[src/rtl/audio_ctl_pkg.sv]
package audio_ctl_pkg;
   localparam int unsigned ADDR_W_D   = 8;
   localparam int unsigned DATA_W_D   = 40;
   localparam int unsigned DEV_ADDR_D = 8'h41;
   localparam int unsigned N_BANDS_D  = 5;
   localparam int unsigned EQ_W_D     = 4;
   localparam int unsigned EQ_MAX_D   = 10;
   localparam int unsigned SEL_W_D    = 3;
   localparam int unsigned SEL_MAX_D  = 4;
   localparam int unsigned VOL_W_D    = 7;
   localparam int unsigned VOL_MUTE_D = 80;
   localparam int unsigned TEST_W_D   = 1;

   typedef enum logic [1:0] {
      SIG_DAT = 2'd0,
      SIG_CLK = 2'd1,
      SIG_EN  = 2'd2
   } ser_sig_e;
endpackage

[src/rtl/aud_ser_sync.sv]
module aud_ser_sync #(
   parameter int unsigned N_SIG  = 3,
   parameter int unsigned STAGES = 2
) (
   input  logic             clk,
   input  logic             rst_n,
   input  logic [N_SIG-1:0] async_in,
   output logic [N_SIG-1:0] sync_out
);
   if (N_SIG < 1) begin : g_chk_n
      $error("aud_ser_sync: N_SIG must be at least 1");
   end

   if (STAGES == 0) begin : g_bypass
      assign sync_out = async_in;
   end else begin : g_chain
      for (genvar s = 0; s < N_SIG; s++) begin : g_sig
         logic [STAGES-1:0] ff;
         always_ff @(posedge clk or negedge rst_n) begin
            if (!rst_n) ff <= '0;
            else        ff <= {ff[STAGES-2:0], async_in[s]};
         end
         assign sync_out[s] = ff[STAGES-1];
      end
   end
endmodule

[src/rtl/aud_frame_shift.sv]
module aud_frame_shift #(
   parameter int unsigned FRAME_W = 48,
   parameter int unsigned CNT_W   = $clog2(FRAME_W + 2)
) (
   input  logic               clk,
   input  logic               rst_n,
   input  logic               en_s,
   input  logic               sclk_s,
   input  logic               dat_s,
   output logic [FRAME_W-1:0] shadow,
   output logic [CNT_W-1:0]   bit_cnt,
   output logic               en_fall
);
   localparam logic [CNT_W-1:0] CNT_SAT = CNT_W'(FRAME_W + 1);

   if (FRAME_W < 2) begin : g_chk_w
      $error("aud_frame_shift: FRAME_W too small");
   end

   logic en_q, sclk_q;
   logic sclk_rise, en_rise;

   assign sclk_rise = en_s & sclk_s & ~sclk_q;
   assign en_rise   = en_s & ~en_q;
   assign en_fall   = en_q & ~en_s;

   always_ff @(posedge clk or negedge rst_n) begin
      if (!rst_n) begin
         en_q    <= 1'b0;
         sclk_q  <= 1'b0;
         bit_cnt <= '0;
         shadow  <= '0;
      end else begin
         en_q   <= en_s;
         sclk_q <= sclk_s;
         if (en_rise)
            bit_cnt <= sclk_rise ? CNT_W'(1) : '0;
         else if (sclk_rise && bit_cnt != CNT_SAT)
            bit_cnt <= bit_cnt + CNT_W'(1);
         if (sclk_rise)
            shadow <= {dat_s, shadow[FRAME_W-1:1]};
      end
   end
endmodule

[src/rtl/aud_cmd_decode.sv]
module aud_cmd_decode #(
   parameter int unsigned ADDR_W   = 8,
   parameter int unsigned DATA_W   = 40,
   parameter int unsigned DEV_ADDR = 8'h41,
   parameter int unsigned N_BANDS  = 5,
   parameter int unsigned EQ_W     = 4,
   parameter int unsigned EQ_MAX   = 10,
   parameter int unsigned SEL_W    = 3,
   parameter int unsigned SEL_MAX  = 4,
   parameter int unsigned VOL_W    = 7,
   parameter int unsigned VOL_MUTE = 80,
   parameter int unsigned TEST_W   = 1,
   parameter bit          SAT_VOL  = 1'b1
) (
   input  logic [ADDR_W+DATA_W-1:0]     frame,
   output logic                         ok,
   output logic [SEL_W-1:0]             d_sel_l,
   output logic [SEL_W-1:0]             d_sel_r,
   output logic                         d_sw_l,
   output logic                         d_sw_r,
   output logic [N_BANDS-1:0][EQ_W-1:0] d_eq,
   output logic [VOL_W-1:0]             d_vol,
   output logic                         d_len,
   output logic                         d_ren,
   output logic                         d_ia,
   output logic                         d_ib
);
   localparam int unsigned EQ_LO   = 0;
   localparam int unsigned SELL_LO = EQ_LO + N_BANDS * EQ_W;
   localparam int unsigned SELR_LO = SELL_LO + SEL_W;
   localparam int unsigned SWL_B   = SELR_LO + SEL_W;
   localparam int unsigned SWR_B   = SWL_B + 1;
   localparam int unsigned VOL_LO  = SWR_B + 1;
   localparam int unsigned REN_B   = VOL_LO + VOL_W;
   localparam int unsigned LEN_B   = REN_B + 1;
   localparam int unsigned IA_B    = LEN_B + 1;
   localparam int unsigned IB_B    = IA_B + 1;
   localparam int unsigned TEST_LO = IB_B + 1;

   if (TEST_LO + TEST_W != DATA_W) begin : g_chk_layout
      $error("aud_cmd_decode: field layout does not fill DATA_W");
   end
   if (VOL_MUTE >= (1 << VOL_W) || EQ_MAX >= (1 << EQ_W) || SEL_MAX >= (1 << SEL_W)) begin : g_chk_codes
      $error("aud_cmd_decode: code limit exceeds field width");
   end

   logic [ADDR_W-1:0]  addr;
   logic [DATA_W-1:0]  data;
   logic [VOL_W-1:0]   vol_raw;
   logic [N_BANDS-1:0] band_ok;
   logic               vol_ok;

   assign addr = frame[ADDR_W-1:0];
   assign data = frame[ADDR_W +: DATA_W];

   for (genvar b = 0; b < N_BANDS; b++) begin : g_band
      assign d_eq[b]    = data[EQ_LO + b*EQ_W +: EQ_W];
      assign band_ok[b] = (d_eq[b] <= EQ_W'(EQ_MAX));
   end

   assign d_sel_l = data[SELL_LO +: SEL_W];
   assign d_sel_r = data[SELR_LO +: SEL_W];
   assign d_sw_l  = data[SWL_B];
   assign d_sw_r  = data[SWR_B];
   assign vol_raw = data[VOL_LO +: VOL_W];
   assign d_ren   = data[REN_B];
   assign d_len   = data[LEN_B];
   assign d_ia    = data[IA_B];
   assign d_ib    = data[IB_B];

   if (SAT_VOL) begin : g_vol_sat
      assign d_vol  = (vol_raw >= VOL_W'(VOL_MUTE)) ? VOL_W'(VOL_MUTE) : vol_raw;
      assign vol_ok = 1'b1;
   end else begin : g_vol_strict
      assign d_vol  = vol_raw;
      assign vol_ok = (vol_raw <= VOL_W'(VOL_MUTE));
   end

   assign ok = (addr == ADDR_W'(DEV_ADDR))
             && (data[TEST_LO +: TEST_W] == '0)
             && (&band_ok)
             && (d_sel_l <= SEL_W'(SEL_MAX))
             && (d_sel_r <= SEL_W'(SEL_MAX))
             && vol_ok;
endmodule

[src/rtl/aud_ctl_regs.sv]
module aud_ctl_regs #(
   parameter int unsigned N_BANDS  = 5,
   parameter int unsigned EQ_W     = 4,
   parameter int unsigned SEL_W    = 3,
   parameter int unsigned VOL_W    = 7,
   parameter int unsigned VOL_MUTE = 80
) (
   input  logic                         clk,
   input  logic                         rst_n,
   input  logic                         commit,
   input  logic                         upd_l,
   input  logic                         upd_r,
   input  logic [SEL_W-1:0]             n_sel_l,
   input  logic [SEL_W-1:0]             n_sel_r,
   input  logic                         n_sw_l,
   input  logic                         n_sw_r,
   input  logic [N_BANDS-1:0][EQ_W-1:0] n_eq,
   input  logic [VOL_W-1:0]             n_vol,
   input  logic                         n_ia,
   input  logic                         n_ib,
   output logic [SEL_W-1:0]             sel_l,
   output logic [SEL_W-1:0]             sel_r,
   output logic                         in5_l,
   output logic                         in5_r,
   output logic [N_BANDS-1:0][EQ_W-1:0] eq_lvl,
   output logic [VOL_W-1:0]             vol_lf,
   output logic [VOL_W-1:0]             vol_lr,
   output logic [VOL_W-1:0]             vol_rf,
   output logic [VOL_W-1:0]             vol_rr,
   output logic                         init_a,
   output logic                         init_b
);
   localparam logic [VOL_W-1:0] MUTE = VOL_W'(VOL_MUTE);

   always_ff @(posedge clk or negedge rst_n) begin
      if (!rst_n) begin
         sel_l  <= '0;
         sel_r  <= '0;
         in5_l  <= 1'b0;
         in5_r  <= 1'b0;
         eq_lvl <= '0;
         init_a <= 1'b0;
         init_b <= 1'b0;
      end else if (commit) begin
         sel_l  <= n_sel_l;
         sel_r  <= n_sel_r;
         in5_l  <= n_sw_l;
         in5_r  <= n_sw_r;
         eq_lvl <= n_eq;
         init_a <= n_ia;
         init_b <= n_ib;
      end
   end

   always_ff @(posedge clk or negedge rst_n) begin
      if (!rst_n) begin
         vol_lf <= MUTE;
         vol_lr <= MUTE;
      end else if (commit && upd_l) begin
         vol_lf <= n_vol;
         vol_lr <= n_vol;
      end
   end

   always_ff @(posedge clk or negedge rst_n) begin
      if (!rst_n) begin
         vol_rf <= MUTE;
         vol_rr <= MUTE;
      end else if (commit && upd_r) begin
         vol_rf <= n_vol;
         vol_rr <= n_vol;
      end
   end
endmodule

[src/rtl/audio_ctl_rx.sv]
module audio_ctl_rx
   import audio_ctl_pkg::*;
#(
   parameter int unsigned ADDR_W      = ADDR_W_D,
   parameter int unsigned DATA_W      = DATA_W_D,
   parameter int unsigned DEV_ADDR    = DEV_ADDR_D,
   parameter int unsigned N_BANDS     = N_BANDS_D,
   parameter int unsigned EQ_W        = EQ_W_D,
   parameter int unsigned EQ_MAX      = EQ_MAX_D,
   parameter int unsigned SEL_W       = SEL_W_D,
   parameter int unsigned SEL_MAX     = SEL_MAX_D,
   parameter int unsigned VOL_W       = VOL_W_D,
   parameter int unsigned VOL_MUTE    = VOL_MUTE_D,
   parameter int unsigned TEST_W      = TEST_W_D,
   parameter int unsigned SYNC_STAGES = 2,
   parameter bit          SAT_VOL     = 1'b1
) (
   input  logic                         clk,
   input  logic                         rst_n,
   input  logic                         ser_en,
   input  logic                         ser_clk,
   input  logic                         ser_dat,
   output logic [SEL_W-1:0]             sel_l,
   output logic [SEL_W-1:0]             sel_r,
   output logic                         in5_l,
   output logic                         in5_r,
   output logic [N_BANDS-1:0][EQ_W-1:0] eq_lvl,
   output logic [VOL_W-1:0]             vol_lf,
   output logic [VOL_W-1:0]             vol_lr,
   output logic [VOL_W-1:0]             vol_rf,
   output logic [VOL_W-1:0]             vol_rr,
   output logic                         init_a,
   output logic                         init_b
);
   localparam int unsigned FRAME_W = ADDR_W + DATA_W;
   localparam int unsigned CNT_W   = $clog2(FRAME_W + 2);

   if (SYNC_STAGES == 1) begin : g_chk_sync
      $error("audio_ctl_rx: SYNC_STAGES must be 0 or at least 2");
   end

   logic [2:0]               raw_in, sync_in;
   logic [FRAME_W-1:0]       shadow;
   logic [CNT_W-1:0]         bit_cnt;
   logic                     en_fall, frame_ok, commit;
   logic [SEL_W-1:0]         d_sel_l, d_sel_r;
   logic                     d_sw_l, d_sw_r, d_len, d_ren, d_ia, d_ib;
   logic [N_BANDS-1:0][EQ_W-1:0] d_eq;
   logic [VOL_W-1:0]         d_vol;
   logic [ADDR_W-1:0]        frame_addr;

   assign raw_in[SIG_DAT] = ser_dat;
   assign raw_in[SIG_CLK] = ser_clk;
   assign raw_in[SIG_EN]  = ser_en;

   aud_ser_sync #(.N_SIG(3), .STAGES(SYNC_STAGES)) u_sync (
      .clk(clk), .rst_n(rst_n), .async_in(raw_in), .sync_out(sync_in)
   );

   aud_frame_shift #(.FRAME_W(FRAME_W), .CNT_W(CNT_W)) u_shift (
      .clk(clk), .rst_n(rst_n),
      .en_s(sync_in[SIG_EN]), .sclk_s(sync_in[SIG_CLK]), .dat_s(sync_in[SIG_DAT]),
      .shadow(shadow), .bit_cnt(bit_cnt), .en_fall(en_fall)
   );

   aud_cmd_decode #(
      .ADDR_W(ADDR_W), .DATA_W(DATA_W), .DEV_ADDR(DEV_ADDR), .N_BANDS(N_BANDS),
      .EQ_W(EQ_W), .EQ_MAX(EQ_MAX), .SEL_W(SEL_W), .SEL_MAX(SEL_MAX),
      .VOL_W(VOL_W), .VOL_MUTE(VOL_MUTE), .TEST_W(TEST_W), .SAT_VOL(SAT_VOL)
   ) u_dec (
      .frame(shadow), .ok(frame_ok),
      .d_sel_l(d_sel_l), .d_sel_r(d_sel_r), .d_sw_l(d_sw_l), .d_sw_r(d_sw_r),
      .d_eq(d_eq), .d_vol(d_vol), .d_len(d_len), .d_ren(d_ren),
      .d_ia(d_ia), .d_ib(d_ib)
   );

   assign frame_addr = shadow[ADDR_W-1:0];
   assign commit     = en_fall && (bit_cnt == CNT_W'(FRAME_W)) && frame_ok;

   aud_ctl_regs #(
      .N_BANDS(N_BANDS), .EQ_W(EQ_W), .SEL_W(SEL_W), .VOL_W(VOL_W), .VOL_MUTE(VOL_MUTE)
   ) u_regs (
      .clk(clk), .rst_n(rst_n), .commit(commit), .upd_l(d_len), .upd_r(d_ren),
      .n_sel_l(d_sel_l), .n_sel_r(d_sel_r), .n_sw_l(d_sw_l), .n_sw_r(d_sw_r),
      .n_eq(d_eq), .n_vol(d_vol), .n_ia(d_ia), .n_ib(d_ib),
      .sel_l(sel_l), .sel_r(sel_r), .in5_l(in5_l), .in5_r(in5_r),
      .eq_lvl(eq_lvl), .vol_lf(vol_lf), .vol_lr(vol_lr), .vol_rf(vol_rf),
      .vol_rr(vol_rr), .init_a(init_a), .init_b(init_b)
   );
endmodule

[config.mk]
export PLATFORM = sky130hd
export DESIGN_NAME = audio_ctl_rx
export DESIGN_NICKNAME = d
export VERILOG_FILES = /design/src/rtl/audio_ctl_pkg.sv /design/src/rtl/aud_ser_sync.sv /design/src/rtl/aud_frame_shift.sv /design/src/rtl/aud_cmd_decode.sv /design/src/rtl/aud_ctl_regs.sv /design/src/rtl/audio_ctl_rx.sv
export SDC_FILE = /design/constraint.sdc
export NUM_CORES = 1
export LEC_CHECK = 0
export ABC_AREA = 1
export BUFFER_PORTS_ARGS = -buffer_cell sky130_fd_sc_hd__clkbuf_2
export CAP_MARGIN = 10
export CELL_PAD_IN_SITES_DETAIL_PLACEMENT = 1
export CELL_PAD_IN_SITES_GLOBAL_PLACEMENT = 1
export CORE_AREA = 2 2 105 107
export DETAILED_ROUTE_END_ITERATION = 10
export DIE_AREA = 0 0 107 109
export PLACE_DENSITY_LB_ADDON = 0.1
export SYNTH_ARGS = -nofsm -noshare
export SYNTH_HDL_FRONTEND = slang
export SYNTH_HIERARCHICAL = 1
export SYNTH_SLANG_ARGS = --single-unit
[constraint.sdc]
create_clock -name clk -period 3.56 [get_ports clk]
set_clock_uncertainty 0.05 [all_clocks]
set_input_delay 0.89 -clock clk [delete_from_list [all_inputs] [get_ports clk]]
set_output_delay 0.89 -clock clk [all_outputs]
set_load 0.02 [all_outputs]
Word-level counts from Yosys, hierarchy flattened

Cells that the tools add are included.

Input port bits: 5
Word-level logic and storage cells: 55
Bits in registers: 106
Output and inout port bits: 58

Equal/unequal tests: 3
Multiplexer cells: 4
Reduce and logical (&&, ||, !) cells: 11
Order comparisons: 8
Add/subtract/negate cells: 1
Bitwise logic cells: 8

Operators with widths:

| operator            | count |
|---|---|
| $le 4x4->1 const B  | 5 |
| $mux 6              | 2 |
| $logic_and 1x1->1   | 9 |
| $eq 8x7->1 const B  | 1 |
| $ge 7x7->1 const B  | 1 |
| $mux 7              | 1 |
| $add 6x1->6 const B | 1 |
| $eq 6x6->1 const B  | 1 |
| $le 3x3->1 const B  | 2 |
| $ne 6x6->1 const B  | 1 |
| $reduce_and 5->1    | 1 |
| $and 1x1->1         | 4 |
| $not 1->1           | 4 |
| $reduce_bool 2->1   | 1 |
| $mux 1              | 1 |

Depth between registers and ports, before layout

Word-level depth: 7
Mapped depth: 15

Hierarchy

The synthesis kept the hierarchy.

Modules (own cells, without submodules):

| module          | area each (um^2) | cells an instance | seq. area each (um^2) | instances |
|---|---|---|---|---|
| aud_frame_shift | 2247.2           | 261               | 1401.3                | 1 |
| aud_ctl_regs    | 1839.3           | 202               | 1106.1                | 1 |
| aud_cmd_decode  | 465.4            | 87                | 0.0                   | 1 |
| aud_ser_sync    | 172.7            | 9                 | 150.1                 | 1 |
| audio_ctl_rx    | 33.8             | 9                 | 0.0                   | 1 |

Worst setup path before layout

Ideal clock, no wire load.

Path kind: reg-to-output
Start: register u_regs/vol_lf[4] (netlist name)
End: output port vol_lr[4]
Required time: 2620 ps
Buffers on the path: 1
Arrival time: 731 ps
Slack: 1889 ps
Cell stages (with the launch flop): 2
Cell sequence: dfstp_2 buf_4

RTL lines:

| element       | RTL line           | source |
|---|---|---|
| end, declared | audio_ctl_rx.sv:29 | `output logic [VOL_W-1:0] vol_lr,` |

Final worst setup path

Start: register u_shift.shadow[7]
End: register u_regs.vol_rf[0]

Longest elaborated chain between the ends: 7

Ends and longest elaborated chain:

| element                | RTL line              | source |
|---|---|---|
| start, declared        | aud_frame_shift.sv:10 | `output logic [FRAME_W-1:0] shadow,` |
| start signal, assigned | aud_frame_shift.sv:41 | `shadow <= {dat_s, shadow[FRAME_W-1:1]};` |
| $eq 8x7->1             | aud_cmd_decode.sv:79  | `assign ok = (addr == ADDR_W'(DEV_ADDR))` |
| $logic_and 1x1->1      | aud_cmd_decode.sv:80  | `&& (data[TEST_LO +: TEST_W] == '0)` |
| $logic_and 1x1->1      | aud_cmd_decode.sv:81  | `&& (&band_ok)` |
| $logic_and 1x1->1      | aud_cmd_decode.sv:82  | `&& (d_sel_l <= SEL_W'(SEL_MAX))` |
| $logic_and 1x1->1      | aud_cmd_decode.sv:83  | `&& (d_sel_r <= SEL_W'(SEL_MAX))` |
| named net frame_ok     | audio_ctl_rx.sv:45    | `logic en_fall, frame_ok, commit;` |
| $logic_and 1x1->1      | audio_ctl_rx.sv:78    | `assign commit = en_fall && (bit_cnt == CNT_W'(FRAME_W)) && frame_ok;` |
| named net commit       | audio_ctl_rx.sv:45    |  |
| $logic_and 1x1->1      | aud_ctl_regs.sv:69    | `end else if (commit && upd_r) begin` |
| end signal, assigned   | aud_ctl_regs.sv:70    | `vol_rf <= n_vol;` |
| end, declared          | aud_ctl_regs.sv:28    | `output logic [VOL_W-1:0] vol_rf,` |

The timed path passes the listed nets, and every way through them passes these cells.
A chain may end at the register's enable or synchronous reset.

==> results.yml <==
status:
  status: "completed"
route:
  first_pass_iters: 4
  vias_per_cell: 4.671
  initialDrtViolationCount: 150
  drc: 0
  wire_per_inst_um: 13.50
  dr_total_vias: 3368
  ant_nets: 0
  routed_wl_um: 9736
critical_path:
  cp.required_ns: 3.79
  crit_type: "reg -> reg"
  end_kind: "flop"
  critPathMostFrequentCell: "nand2_1"
  slowest_delay_ns: 0.63
  startpoint_type: "flop"
  worst-path-max-fanout: 41
  critPathBufInv: 2
  cp_top_family: "simple AND/OR/NAND/NOR gates"
  critPathSlowestCell: "nor2_4"
  path_cells: "inv_1 > nand2_1 > nor2_1 > nand2_1 > nor2_2 > nand2_1 > nor2_2 > nand2_1 > inv_1 > nand2_1 > nor2_4 > nand2_1 > nand2_1 > nand2_1"
  crit_arrival_ns: 2.66
timing:
  final-setup-viol-count: 0
  finalCriticalPeriod_ns: 2.436
  finalHoldViolations: 0
  fmax_ghz: 0.4106
  worst_pin_slew_ns: 0.8423
  rsz0062_at_grt: "no"
  period_share: 0.6841
  maxSlewViolCount: 0
  fin_tns_setup_ns: 0
  relSlewSlack: 0.4377
power_and_ir_drop:
  p_int_mw: 1.555
  power.ir.vdd_worst_mv: 0.1789
  pwr-share-seq: 0.609
  p_leak_nw: 2.693
  p_comb_frac: 0.060
  clkPwrFrac: 0.331
  cellPowerDensity_nw_per_um2: 427.4
  switching_share: 0.2687
  switchingPower_uw: 571.3
clock_tree:
  hold_buffers: 0
  clock_sinks: 106
  clockBufferDepth: 2
  root_buffer: "clkbuf_8"
  clk_latency_ns: 0.38
  clk_pin_slew_ns: 0.11
  numCtsBuffers: 9
  htree_levels: 3
  cts_tree: "done"
  postCtsSetupBuffers: 0
  cts_resized: 0
die:
  start_util: 0.4488
  coreArea_um2: 10600
  fp.dieH_um: 109
  io_pins: 63
  dieArea_um2: 11660
  die_x_um: 107
  num_rows: 38
grt:
  grt_pass1_wl_um: 16790
  grt_usage: 0.1833
  grt_max_degree: 52
  overflow: 0
  first_global_vias: 3532
  grt_antenna_before_repair: 0
finish:
  syn2layout_area_growth_pct: 4.549
  nets: 583
  layout.cells.non_filler: 721
  seqCellArea_um2: 2658
  drive_gt1_frac: 0.1618
  antenna_cells: 0
  fillerInstances: 1328
  multi_input_area_um2: 1373
  final_core_util: 0.4692
yosys:
  synth_top_cell_by_area: "dfrtp_1"
  yosys-top-cells-area: "dfrtp_1 54%, nand2_1 19%, buf_4 8.4%, inv_1 4.7%, o21ai_0 3.9%"
  synthCells: 568
  yosysTopAreaCellShare: 0.5364
  syn_nets: 575
  yosys.cell_types.count: 20
  ys_ff_latch: 106
  yosysWarningCount: 6
  avgSynthCellArea_um2: 8.377
  syn_area_um2: 4758
  yosysSeqAreaShare: 0.5585
worst_hold_path:
  hold_path.class: "reg -> reg"
place:
  gp_congestion: 0.7708
  place_inst: 705
  hpwl_um: 6734
  port_buffers: 62
flow_run:
  drv_cap: 0
-- synthesized netlist by cell type (all sizes together) --
master    n
buf      64
xor2      1
o21a      1
nand3    20
nand2   239
nand4     1
a21oi     4
inv      61
dfrtp   102
clkbuf    6
nor2     25
o21ai    38
ha        2
dfstp     4
-- routing by layer --
metal	track usage	up-vias	wire [um]
met1	0.2521	1639	4890
li1	-	1668	-
met2	0.2912	49	4389
met5	0	-	0
met4	0.07421	0	163
met3	0.03048	12	292
-- state kept, by name, summed over array words and instances, names as in the netlist --
register and count:
u_shift/shadow 48, u_regs/sel_r 3, u_shift/bit_cnt 6, u_regs/vol_rf 7, u_regs/init_a 1, u_shift/en_q 1
u_regs/in5_l 1, u_shift/sclk_q 1, u_regs/eq_lvl 20, u_regs/vol_lf 7, u_regs/in5_r 1, u_regs/sel_l 3
u_sync/g_chain.g_sig.ff 6, u_regs/init_b 1
-- placed cells by master (no fill, tap or decap) --
cell type   synthesis  final
dfstp_2             4      4
nor2_4              1      2
o21ai_0            37     37
dfrtp_1           102    102
nand2_1           239    239
a21oi_1             4      4
inv_1              59     59
o21a_1              1      1
ha_1                2      2
clkbuf_8            0     10
nor2_2              2      2
nand4_1             1      1
nand3_1            20     20
inv_6               0      2
buf_12              0      1
xor2_1              1      1
buf_4              53      5
inv_2               2      2
clkinv_2            0      3
clkinvlp_4          0      1
nor2_1             22     21
o21ai_2             1      1
clkbuf_2            0     61
-- layout make-up --
class,instances,area share
repair buffers,67,0.07294
multi-input cells,331,0.2759
clock buffers,10,0.02767
inverters,61,0.04603
flip-flops and latches,106,0.5342
clock inverters,6,0.008048
well taps,140,0.03521
-- path summary, 6_finish.rpt --
check | startpoint | end | slack (ns) | depth (start not counted)
min reg2reg | u_sync/g_chain.g_sig[0].ff[0] | u_sync/g_chain.g_sig[0].ff[1] | 0.31 | 0
max | u_shift/shadow[7] | u_regs/vol_rf[0] | 1.12 | 14
min in group asynchronous | rst_n | u_regs/eq_lvl[8] | 0.47 | 1
min | u_sync/g_chain.g_sig[0].ff[0] | u_sync/g_chain.g_sig[0].ff[1] | 0.31 | 0
max in group asynchronous | rst_n | u_shift/shadow[1] | 2.32 | 2
max reg2reg | u_shift/shadow[7] | u_regs/vol_rf[0] | 1.12 | 14
-- cells by family (layout without fill, tap and decap cells) --
group,after synthesis,count (layout),share of synthesized area
flip-flops,106,106,0.5585
buffers and inverters,131,144,0.1546
AO/OA/AOI/OAI,43,43,0.04654
AND/OR/NAND/NOR,285,285,0.2332
adder cells (fa/ha/maj),2,2,0.005258
XOR/XNOR,1,1,0.001841
-- metrics by stage --
stage,worst slack [ns],hold WS [ns],area (um^2),power [mW]
6_report,1.124,0.3132,4975,2.126
5_1_grt,0.8066,0.3198,4975,2.215
4_1_cts,1.037,0.3191,4975,2.144
3_5_place_dp,1.057,0.2857,4797,1.448
3_3_place_gp,1.116,0.2835,4797,1.439
2_1_floorplan,1.889,0.2812,4758,1.404
-- power groups by stage --
stage	clock (mW)	sequential [mW]	combinational (mW)
after detailed placement	0	1.32	0.130
after CTS	0.719	1.29	0.131
after global routing	0.760	1.30	0.152
after floorplan	0	1.29	0.110
final	0.704	1.30	0.127
after global placement	0	1.32	0.122
Power figures use the tool's default switching activity.
